File: config.mk
export PLATFORM = sky130hd
export DESIGN_NAME = spi_xfer_engine
export DESIGN_NICKNAME = d
export VERILOG_FILES = /design/src/rtl/spi_xe_pkg.sv /design/src/rtl/spi_xe_bitsel.sv /design/src/rtl/spi_xe_rxbuf.sv /design/src/rtl/spi_xfer_engine.sv
export SDC_FILE = /design/constraint.sdc
export NUM_CORES = 1
export LEC_CHECK = 0
export BUFFER_PORTS_ARGS = -buffer_cell sky130_fd_sc_hd__buf_2
export CELL_PAD_IN_SITES_DETAIL_PLACEMENT = 1
export CELL_PAD_IN_SITES_GLOBAL_PLACEMENT = 2
export CORE_MARGIN = 2
export CORE_UTILIZATION = 33
export CTS_CLUSTER_SIZE = 20
export DETAILED_ROUTE_END_ITERATION = 6
export PLACE_DENSITY_LB_ADDON = 0.1
export SYNTH_ARGS = -nofsm -noshare
export SYNTH_HDL_FRONTEND = slang
export SYNTH_SLANG_ARGS = --single-unit
export TNS_END_PERCENT = 30
File: constraint.sdc
create_clock -name clk -period 4.1 [get_ports clk]
set_input_delay 0.82 -clock clk [delete_from_list [all_inputs] [get_ports clk]]
set_output_delay 0.82 -clock clk [all_outputs]
set_load 0.01 [all_outputs]
File: src/rtl/spi_xe_pkg.sv
package spi_xe_pkg;

  typedef enum logic [2:0] {
    ST_IDLE,
    ST_SETUP,
    ST_SHIFT,
    ST_HOLD,
    ST_GAP
  } xe_state_e;

  typedef struct packed {
    logic [7:0] prescale;
    logic [4:0] wlen;
    logic       cpol;
    logic       phase;
    logic       lsb_first;
    logic       par_en;
    logic       par_odd;
    logic [5:0] gap;
    logic [7:0] lead;
    logic [7:0] lag;
    logic       timer_off;
  } xe_fmt_t;

  // XOR of the low n bits, inverted for odd parity
  function automatic logic word_parity(input logic [31:0] w, input logic [4:0] n,
                                       input logic odd);
    logic acc;
    acc = odd;
    for (int i = 0; i < 32; i++) begin
      if (i < int'(n)) acc = acc ^ w[i];
    end
    return acc;
  endfunction

endpackage

File: src/rtl/spi_xe_bitsel.sv
module spi_xe_bitsel import spi_xe_pkg::*; #(
  parameter int DATA_W = 16
) (
  input  logic [DATA_W-1:0] word,
  input  logic [4:0]        wlen,
  input  logic              lsb_first,
  input  logic              par_odd,
  input  logic [4:0]        idx,
  output logic              bit_out
);
  logic [4:0] pos;

  always_comb begin
    pos     = lsb_first ? idx : (wlen - 5'd1 - idx);
    bit_out = word_parity(32'(word), wlen, par_odd);
    if (idx < wlen) begin
      for (int i = 0; i < DATA_W; i++) begin
        if (5'(i) == pos) bit_out = word[i];
      end
    end
  end
endmodule

File: src/rtl/spi_xe_rxbuf.sv
module spi_xe_rxbuf #(
  parameter int DATA_W = 16
) (
  input  logic              clk,
  input  logic              rst,
  input  logic              done,
  input  logic [DATA_W-1:0] word_in,
  input  logic              par_bad,
  input  logic              rd_en,
  input  logic              err_clr,
  output logic [DATA_W-1:0] rx_data,
  output logic              rx_full,
  output logic              ovr_err,
  output logic              par_err
);
  always_ff @(posedge clk) begin
    if (rst) begin
      rx_data <= '0;
      rx_full <= 1'b0;
      ovr_err <= 1'b0;
      par_err <= 1'b0;
    end else begin
      if (err_clr) begin
        ovr_err <= 1'b0;
        par_err <= 1'b0;
      end
      if (rd_en) rx_full <= 1'b0;
      if (done) begin
        rx_data <= word_in;
        rx_full <= 1'b1;
        if (rx_full && !rd_en) ovr_err <= 1'b1;
        if (par_bad) par_err <= 1'b1;
      end
    end
  end
endmodule

File: src/rtl/spi_xfer_engine.sv
module spi_xfer_engine import spi_xe_pkg::*; #(
  parameter int DATA_W       = 16,
  parameter int CS_W         = 8,
  parameter int MIN_PRESCALE = 2,
  localparam int CS_IDX_W    = (CS_W > 1) ? $clog2(CS_W) : 1
) (
  input  logic                clk,
  input  logic                rst,
  input  logic [7:0]          cfg_prescale,
  input  logic [4:0]          cfg_wlen,
  input  logic                cfg_cpol,
  input  logic                cfg_phase,
  input  logic                cfg_lsb_first,
  input  logic                cfg_par_en,
  input  logic                cfg_par_odd,
  input  logic [5:0]          cfg_gap,
  input  logic [7:0]          cfg_lead,
  input  logic [7:0]          cfg_lag,
  input  logic                cfg_timer_off,
  input  logic                loopback,
  input  logic                wr_en,
  input  logic [DATA_W-1:0]   wr_data,
  input  logic                wr_hold,
  input  logic                wr_gap_en,
  input  logic [CS_IDX_W-1:0] wr_cs,
  input  logic                rd_en,
  input  logic                err_clr,
  output logic [DATA_W-1:0]   rd_data,
  output logic [31:0]         status,
  output logic                sck,
  output logic                mosi,
  input  logic                miso,
  output logic [CS_W-1:0]     cs_n
);
  xe_fmt_t live_fmt, cur;
  xe_state_e state;

  logic                cfg_ok;
  logic [DATA_W-1:0]   tx_word, cur_word, rx_word, rx_next;
  logic                tx_hold, tx_gapen, tx_full, cur_hold, cur_gapen;
  logic [CS_IDX_W-1:0] tx_cs;
  logic [CS_W-1:0]     cs_pick_n, cs_r;
  logic [7:0]          cnt, lead_eff, lag_eff;
  logic [4:0]          bitn;
  logic [8:0]          half, cnt_nx9;
  logic [5:0]          nbits;
  logic                last_bit, cnt_end, sample, done, miso_eff, tx_bit, rx_par, rx_par_bad;
  logic                sck_r, mosi_r, rx_full, ovr_err, par_err;

  assign live_fmt = '{prescale: cfg_prescale, wlen: cfg_wlen, cpol: cfg_cpol,
                      phase: cfg_phase, lsb_first: cfg_lsb_first, par_en: cfg_par_en,
                      par_odd: cfg_par_odd, gap: cfg_gap, lead: cfg_lead, lag: cfg_lag,
                      timer_off: cfg_timer_off};

  assign cfg_ok = (cfg_prescale >= 8'(MIN_PRESCALE)) && (cfg_wlen >= 5'd2) &&
                  ({1'b0, cfg_wlen} <= 6'(DATA_W));

  // one-cold decode of the pending word's select index
  for (genvar g = 0; g < CS_W; g++) begin : g_csdec
    assign cs_pick_n[g] = (tx_cs != CS_IDX_W'(g));
  end

  assign lead_eff   = cur.timer_off ? 8'd0 : cur.lead;
  assign lag_eff    = cur.timer_off ? 8'd0 : cur.lag;
  assign half       = ({1'b0, cur.prescale} + 9'd1) >> 1;
  assign cnt_nx9    = {1'b0, cnt} + 9'd1;
  assign nbits      = {1'b0, cur.wlen} + {5'd0, cur.par_en};
  assign last_bit   = ({1'b0, bitn} == nbits - 6'd1);
  assign cnt_end    = (cnt == cur.prescale);
  assign sample     = (state == ST_SHIFT) && ({1'b0, cnt} == half);
  assign done       = (state == ST_SHIFT) && cnt_end && last_bit;
  assign miso_eff   = loopback ? mosi_r : miso;
  assign rx_par_bad = cur.par_en &&
                      (rx_par != word_parity(32'(rx_word), cur.wlen, cur.par_odd));

  // capture path: MSB-first shifts up from bit 0, LSB-first shifts down from bit wlen-1
  always_comb begin
    if (cur.lsb_first) begin
      rx_next = rx_word >> 1;
      for (int i = 0; i < DATA_W; i++) begin
        if (5'(i) == cur.wlen - 5'd1) rx_next[i] = miso_eff;
      end
    end else begin
      rx_next    = rx_word << 1;
      rx_next[0] = miso_eff;
    end
  end

  spi_xe_bitsel #(.DATA_W(DATA_W)) u_bitsel (
    .word(cur_word), .wlen(cur.wlen), .lsb_first(cur.lsb_first),
    .par_odd(cur.par_odd), .idx(bitn), .bit_out(tx_bit)
  );

  spi_xe_rxbuf #(.DATA_W(DATA_W)) u_rxbuf (
    .clk(clk), .rst(rst), .done(done), .word_in(rx_word), .par_bad(rx_par_bad),
    .rd_en(rd_en), .err_clr(err_clr), .rx_data(rd_data), .rx_full(rx_full),
    .ovr_err(ovr_err), .par_err(par_err)
  );

  always_ff @(posedge clk) begin
    if (rst) begin
      state     <= ST_IDLE;
      cur       <= '0;
      cur_word  <= '0;
      cur_hold  <= 1'b0;
      cur_gapen <= 1'b0;
      tx_word   <= '0;
      tx_hold   <= 1'b0;
      tx_gapen  <= 1'b0;
      tx_cs     <= '0;
      tx_full   <= 1'b0;
      cnt       <= '0;
      bitn      <= '0;
      rx_word   <= '0;
      rx_par    <= 1'b0;
      cs_r      <= '1;
      sck_r     <= 1'b0;
      mosi_r    <= 1'b0;
    end else begin
      case (state)
        ST_IDLE: begin
          sck_r <= cfg_cpol;
          if (tx_full && cfg_ok) begin
            cur       <= live_fmt;
            cur_word  <= tx_word;
            cur_hold  <= tx_hold;
            cur_gapen <= tx_gapen;
            cs_r      <= cs_pick_n;
            tx_full   <= 1'b0;
            cnt       <= '0;
            bitn      <= '0;
            rx_word   <= '0;
            rx_par    <= 1'b0;
            state     <= ST_SETUP;
          end
        end
        ST_SETUP: begin
          if (cnt == lead_eff) begin
            cnt    <= '0;
            sck_r  <= cur.cpol ^ ~cur.phase;
            mosi_r <= tx_bit;
            state  <= ST_SHIFT;
          end else begin
            cnt   <= cnt + 8'd1;
            sck_r <= cur.cpol;
          end
        end
        ST_SHIFT: begin
          if (cnt == 8'd0) mosi_r <= tx_bit;
          if (sample) begin
            if (bitn < cur.wlen) rx_word <= rx_next;
            else                 rx_par  <= miso_eff;
          end
          if (cnt_end) begin
            cnt <= '0;
            if (last_bit) begin
              sck_r <= cur.cpol;
              state <= ST_HOLD;
            end else begin
              bitn  <= bitn + 5'd1;
              sck_r <= cur.cpol ^ ~cur.phase;
            end
          end else begin
            cnt   <= cnt + 8'd1;
            sck_r <= cur.cpol ^ (cur.phase ? (cnt_nx9 >= half) : (cnt_nx9 < half));
          end
        end
        ST_HOLD: begin
          sck_r <= cur.cpol;
          if (cnt == lag_eff) begin
            cnt <= '0;
            if (!cur_hold) cs_r <= '1;
            state <= cur_gapen ? ST_GAP : ST_IDLE;
          end else begin
            cnt <= cnt + 8'd1;
          end
        end
        ST_GAP: begin
          sck_r <= cfg_cpol;
          if (cnt == {2'b00, cur.gap}) begin
            cnt   <= '0;
            state <= ST_IDLE;
          end else begin
            cnt <= cnt + 8'd1;
          end
        end
        default: state <= ST_IDLE;
      endcase

      if (wr_en && !tx_full) begin
        tx_word  <= wr_data;
        tx_hold  <= wr_hold;
        tx_gapen <= wr_gap_en;
        tx_cs    <= wr_cs;
        tx_full  <= 1'b1;
      end
    end
  end

  always_comb begin
    status     = '0;
    status[31] = ~rx_full;
    status[29] = tx_full;
    status[6]  = ovr_err;
    status[2]  = par_err;
  end

  assign sck  = sck_r;
  assign mosi = mosi_r;
  assign cs_n = cs_r;
endmodule

# Yosys cells after proc, flatten, opt, wreduce, memory -nomap -nowiden

Cells that the tools add are included.
Widths: inputs -> output; s select.

Word-level logic and storage cells: 309
Output and inout bits: 58
Register bits after elaboration: 143

Multiplexer cells: 118
$add $sub $neg: 8
Reduce and logical (&&, ||, !) cells: 34
Equality and inequality tests: 60
Order comparisons: 22
Bitwise logic cells: 36

Operators with widths:

| operator            | count |
|---|---|
| $mux 1              | 85 |
| $eq 4x5->1 const A  | 16 |
| $mux 8              | 10 |
| $mux 16             | 4 |
| $eq 3x5->1 const A  | 8 |
| $lt 4x5->1 const A  | 8 |
| $pmux 8 s5          | 1 |
| $xor 1x1->1         | 34 |
| $eq 8x8->1          | 4 |
| $pmux 16 s2         | 1 |
| $mux 3              | 7 |
| $eq 2x5->1 const A  | 4 |
| $lt 3x5->1 const A  | 4 |
| $mux 5              | 4 |
| $ne 2x2->1 const B  | 10 |
| $add 8x1->9 const B | 2 |
| $pmux 8 s2          | 1 |
| $reduce_and 4->1    | 4 |
| $pmux 3 s5          | 1 |
| $ne 3x3->1 const B  | 4 |
| $reduce_bool 2->1   | 6 |
| $eq 1x5->1 const A  | 2 |
| $logic_not 5->1     | 2 |
| $lt 1x5->1 const A  | 2 |
| 37 further kinds    | 54 |

# Logic depth before layout (Yosys ltp)

Depth after elaboration: 51
Depth in mapped cells: 16
Mapped depth without buffers: 13

# By module

Synthesis repeated with hierarchy kept, for this count alone.

Cell total of the unflattened synthesis: 1101
Area total of the unflattened synthesis: 8773.4 um2

By module, submodules not included:

| module          | cells an instance | instances | area each (um2) |
|---|---|---|---|
| spi_xfer_engine | 895               | 1         | 7095.6 |
| spi_xe_bitsel   | 143               | 1         | 989.7 |
| spi_xe_rxbuf    | 63                | 1         | 688.2 |

# Worst setup path before layout

Ideal clock, no wire load.

Path kind: flip-flop to flip-flop
Start: register cur[28] (netlist name)
End: register mosi_r (netlist: mosi)
Path buffers: 2
Arrival time: 3.432 ns
Cell stages (with the launch flop): 15
Path slack: 0.580 ns
Clock period less this slack: 3.520 ns
Cells stage by stage: dfxtp_1 > buf_1 > inv_1 > ha_1 > xor2_1 > ha_1 > xor2_1 > o21ai_0 > clkbuf_1 > and2_1 > nand4_1 > a21oi_1 > a21oi_1 > a211o_1 > a311oi_2

Longest elaborated chain between the ends: 51

RTL lines:

| element                   | RTL line                                       | source |
|---|---|---|
| from (decl)               | spi_xfer_engine.sv:35                          | `xe_fmt_t live_fmt, cur;` |
| from (signal assigned)    | spi_xfer_engine.sv:124                         | `cur <= live_fmt;` |
| $lt 1x5->1                | spi_xe_pkg.sv:31                               | `if (i < int'(n)) acc = acc ^ w[i];` |
| $mux 1                    | spi_xe_pkg.sv:31                               |  |
| $xor 1x1->1               | spi_xe_pkg.sv:31                               |  |
| $mux 1                    | spi_xe_pkg.sv:31                               |  |
| $xor 1x1->1               | spi_xe_pkg.sv:31                               |  |
| $mux 1                    | spi_xe_pkg.sv:31                               |  |
| $xor 1x1->1               | spi_xe_pkg.sv:31                               |  |
| $mux 1                    | spi_xe_pkg.sv:31                               |  |
| [... 20 more ...]         | -                                              |  |
| $xor 1x1->1               | spi_xe_pkg.sv:31                               |  |
| $mux 1                    | spi_xe_pkg.sv:31                               |  |
| $xor 1x1->1               | spi_xe_pkg.sv:31                               |  |
| $mux 1                    | spi_xe_pkg.sv:31                               |  |
| $mux 1 (16 in a row)      | spi_xe_bitsel.sv:18                            | `if (5'(i) == pos) bit_out = word[i];` |
| $mux 1 *                  | spi_xe_bitsel.sv:16                            | `if (idx < wlen) begin` |
| $mux 1 (on tied branches) | spi_xfer_engine.sv:149, spi_xfer_engine.sv:138 |  |
| $pmux 1 s2 *              | spi_xfer_engine.sv:120                         | `case (state)` |
| to (signal assigned)      | spi_xfer_engine.sv:141                         | `mosi_r <= tx_bit;` |
| to (signal assigned)      | spi_xfer_engine.sv:149                         | `if (cnt == 8'd0) mosi_r <= tx_bit;` |
| to (decl)                 | spi_xfer_engine.sv:48                          | `logic sck_r, mosi_r, rx_full, ovr_err, par_err;` |

Every way passes the cells marked *; elsewhere a longest branch is shown, timed or not. The select of a mux whose other input is x is not followed.
A chain may end at the register's enable or synchronous reset.

# Worst setup path in the final report

Start: register cur[29] (netlist name)
End: register mosi_r (netlist: mosi)

The elaborated chain is that of the path after synthesis.

==> impl_results.md <==
* Final Util at 38.3%
* R2r startpoint: cur[29]
* Layout area overhead at 13.7%
* Worst-Skew Late Latency at 0.44 ns
* Place WS at 0.534 ns
* Die height at 167 µm
* CP arrival at 4.00 ns
* First-pass GRT wire length at 44000 µm
* Post-synthesis register bit count at 143
* Wire per inst at 17.3 µm
* Chip Width at 167 µm
* Starting density of the core at 33.7%
* Total Routing Usage GR at 19.6%
* Core Region at 26100 µm²
* Post-synth top flop: dfxtp_1
* Reg2Reg Setup Slack at 0.45 ns
* Setup violators final at 0
* Initial DRC count at 462
* Final WS setup at 0.451 ns
* CTS Sinks at 143
* Port bufs at 98
* Final Hold Vio Count at 0
* CP Class: reg2reg
* Final ANT Viol Nets at 0
* Max_cap viols at 0
* Vias in the first global route at 7727
* Hold path cells at 2
* Hold_sp: tx_word[3]
* Sequential area share after synthesis at 32.6%
* Count of hold-fix buffers inserted at cts at 0
* Rows at 59
* Critical Path Sink Type: register
* Post-synth EDFFs at 0
* Largest net degree at the start of global routing at 95
* CP Max Fanout at 16
* H-tree depth at 4
* Fin cells at 1562
* Post-synthesis average cell area at 7.60 µm²
* Slew headroom at 23.3%
* Worst Hold Class: reg2reg
* Commonest cells in the netlist: nand2_1 (253), a21oi_1 (143), dfxtp_1 (143), nor2_1 (64)
* I/O pin total at 127
* GR Overflow Total at 0
* Syn Inst Count at 1155
* Achievable Freq at 274 MHz
* Yosys top cell area share at 32.6%
* CP Launch Type: register
* Cells on worst reg2reg path at 13
* Reg2reg end: mosi
* Largest area contributor in the netlist: dfxtp_1
* Post-DR vias/cell at 5.11
* Initial antenna violation count at 4
* First-pass DRT Iterations at 4
* Clock skew at 0.0166 ns
* Placed Instances at 1529
* TritonCTS clock tree: yes
* Via count at 7976
* Pwr Total at 3.63 mW
* RSZ-0062 raised after global routing: false
* Post_cts resized at 0
* Worst-margin pin slew at 1.15 ns
* Clock period minus final worst setup slack at 3.65 ns
* Power per cell area at 364 nW/µm²
* VDD IR-drop max at 0.185 mV
* # nets final at 1311
* Top cells by area, synth: dfxtp_1 (33%), nand2_1 (11%), a21oi_1 (8.2%)
* Clock-pin slew on the worst setup and hold paths at 0.07 ns
* Final Slew Violations at 0
* Die area at 27900 µm²
* Status: completed
* Cell with the most instances after synthesis: nand2_1
* Fraction of registers with async set/reset at 0%
* Synth warnings at 0
* Setup TNS Final at 0 ns
* Post-DP HPWL at 19700 µm
* Clk root buf: clkbuf_16
* Hold worst-path end: cur_word[3]
* Period utilization at 89.0%
* GPL Wtd Cong at 0.861
* DR DRC count at 0
* Req. time, crit path at 4.45 ns
* Distinct cells, synth at 75
* Clock tree buffer depth at 2
* Postcts setup bufs at 0
* Post-Syn Area at 8780 µm²
* Routed wire length at 27000 µm
* CTS Buf Count at 17
* Crit. Startpoint: cur[29]
* Layout cells sized above 1 at 14.7%
* Static Leakage at 3.66 nW
-- layout by cell type (no fill, tap or decap), types with 3 or more instances in the layout --
| cell type | synthesis | layout |
|---|---|---|
| clkinv_4 | 0 | 4 |
| nand2_1 | 253 | 252 |
| nor3_1 | 21 | 21 |
| a21oi_1 | 143 | 143 |
| nor2b_1 | 7 | 7 |
| and4_1 | 3 | 3 |
| o32ai_1 | 3 | 3 |
| nor2_1 | 64 | 64 |
| nand2b_1 | 9 | 9 |
| nand3_1 | 23 | 23 |
| mux2_2 | 16 | 16 |
| clkinvlp_4 | 0 | 3 |
| nor3b_1 | 11 | 11 |
| dfxtp_1 | 143 | 143 |
| nor4bb_1 | 9 | 9 |
| a31oi_1 | 9 | 9 |
| mux2i_1 | 25 | 25 |
| a22oi_1 | 5 | 5 |
| xor2_1 | 23 | 23 |
| clkinv_2 | 0 | 3 |
| nand4_1 | 13 | 13 |
| ha_1 | 28 | 28 |
| o21bai_1 | 9 | 9 |
| inv_1 | 22 | 22 |
| a211oi_1 | 3 | 3 |
| and3_1 | 14 | 14 |
| clkbuf_16 | 0 | 17 |
| or3_1 | 17 | 17 |
| o211ai_1 | 3 | 3 |
| xnor2_1 | 58 | 58 |
| o22ai_1 | 4 | 4 |
| buf_2 | 7 | 97 |
| nand3b_1 | 3 | 3 |
| o21ai_0 | 38 | 38 |
| buf_4 | 33 | 20 |
| and2_1 | 11 | 10 |
| o21a_1 | 7 | 7 |
| a211o_1 | 4 | 4 |
| conb_1 | 1 | 28 |
-- kinds of logic after synthesis --
family,share of synthesized area [%]
multiplexers,4.90
other,0.0427
adder cells (fa/ha/maj),4.22
XOR/XNOR,8.71
buffers and inverters,7.28
AO/OA/AOI/OAI,17.1
AND/OR/NAND/NOR,25.1
flip-flops,32.6
-- state kept, by name, indices dropped and copies added (netlist names), 3 cells and up --
name and cells:
bitn 5, cnt 8, cs_n 8, cur 41
cur_word 16, rx_word 16, state 3, tx_cs 3
tx_word 16, u_rxbuf.rx_data 16
-- worst max-delay path: stages, from the launching register on --
cell,delay (ns)
dfxtp_1,0.70
inv_1,0.29
ha_1,0.28
xor2_1,0.33
ha_1,0.35
nand2b_1,0.09
a21oi_1,0.07
xnor2_1,0.12
nor2_1,0.11
xor2_1,0.43
nor4b_1,0.09
or2_0,0.23
a211o_1,0.27
a311oi_2,0.19
-- layout make-up --
cell class	instances	area [µm²]
Antenna cell	2	5.00
Clock buffer	18	429
Clock inverter	13	141
Fill cell	3256	16100
Inverter	23	86.3
Multi-Input combinational cell	910	5380
Sequential cell	143	2860
Tap cell	335	419
Timing Repair Buffer	118	656
-- metal layers --
metal / up-vias / global-route usage (%) / wire [µm]
met3: 23 / 3.07 / 1240
met1: 3753 / 30.1 / 14400
li1: 4029 / - / -
met5: - / 0 / 13
met4: 2 / 4.65 / 256
met2: 169 / 28.4 / 11000
-- per-stage QoR --
step | hold slack [ns] | cell area, µm²
after floorplan | 0.431 | 8880
after global placement | 0.441 | 9410
after detailed placement | 0.446 | 9410
after CTS | 0.454 | 9980
after global routing | 0.474 | 9980
final | 0.449 | 9980
-- worst max-delay path by stage --
stage | to | slack, ns | cells past startpoint
final | mosi | 0.45 | 13
after global routing | mosi | 0.13 | 13
after CTS | mosi | 0.49 | 13
after detailed placement | mosi | 0.53 | 13
after global placement | mosi | 0.66 | 13
after floorplan | mosi | 0.58 | 14
-- where the power goes --
group          internal, mW  switching [mW]
sequential             1.43          0.0575
clock                 0.895           0.689
combinational         0.214           0.347
total                  2.54            1.09
No activity file was read; power rests on OpenSTA's default activity.
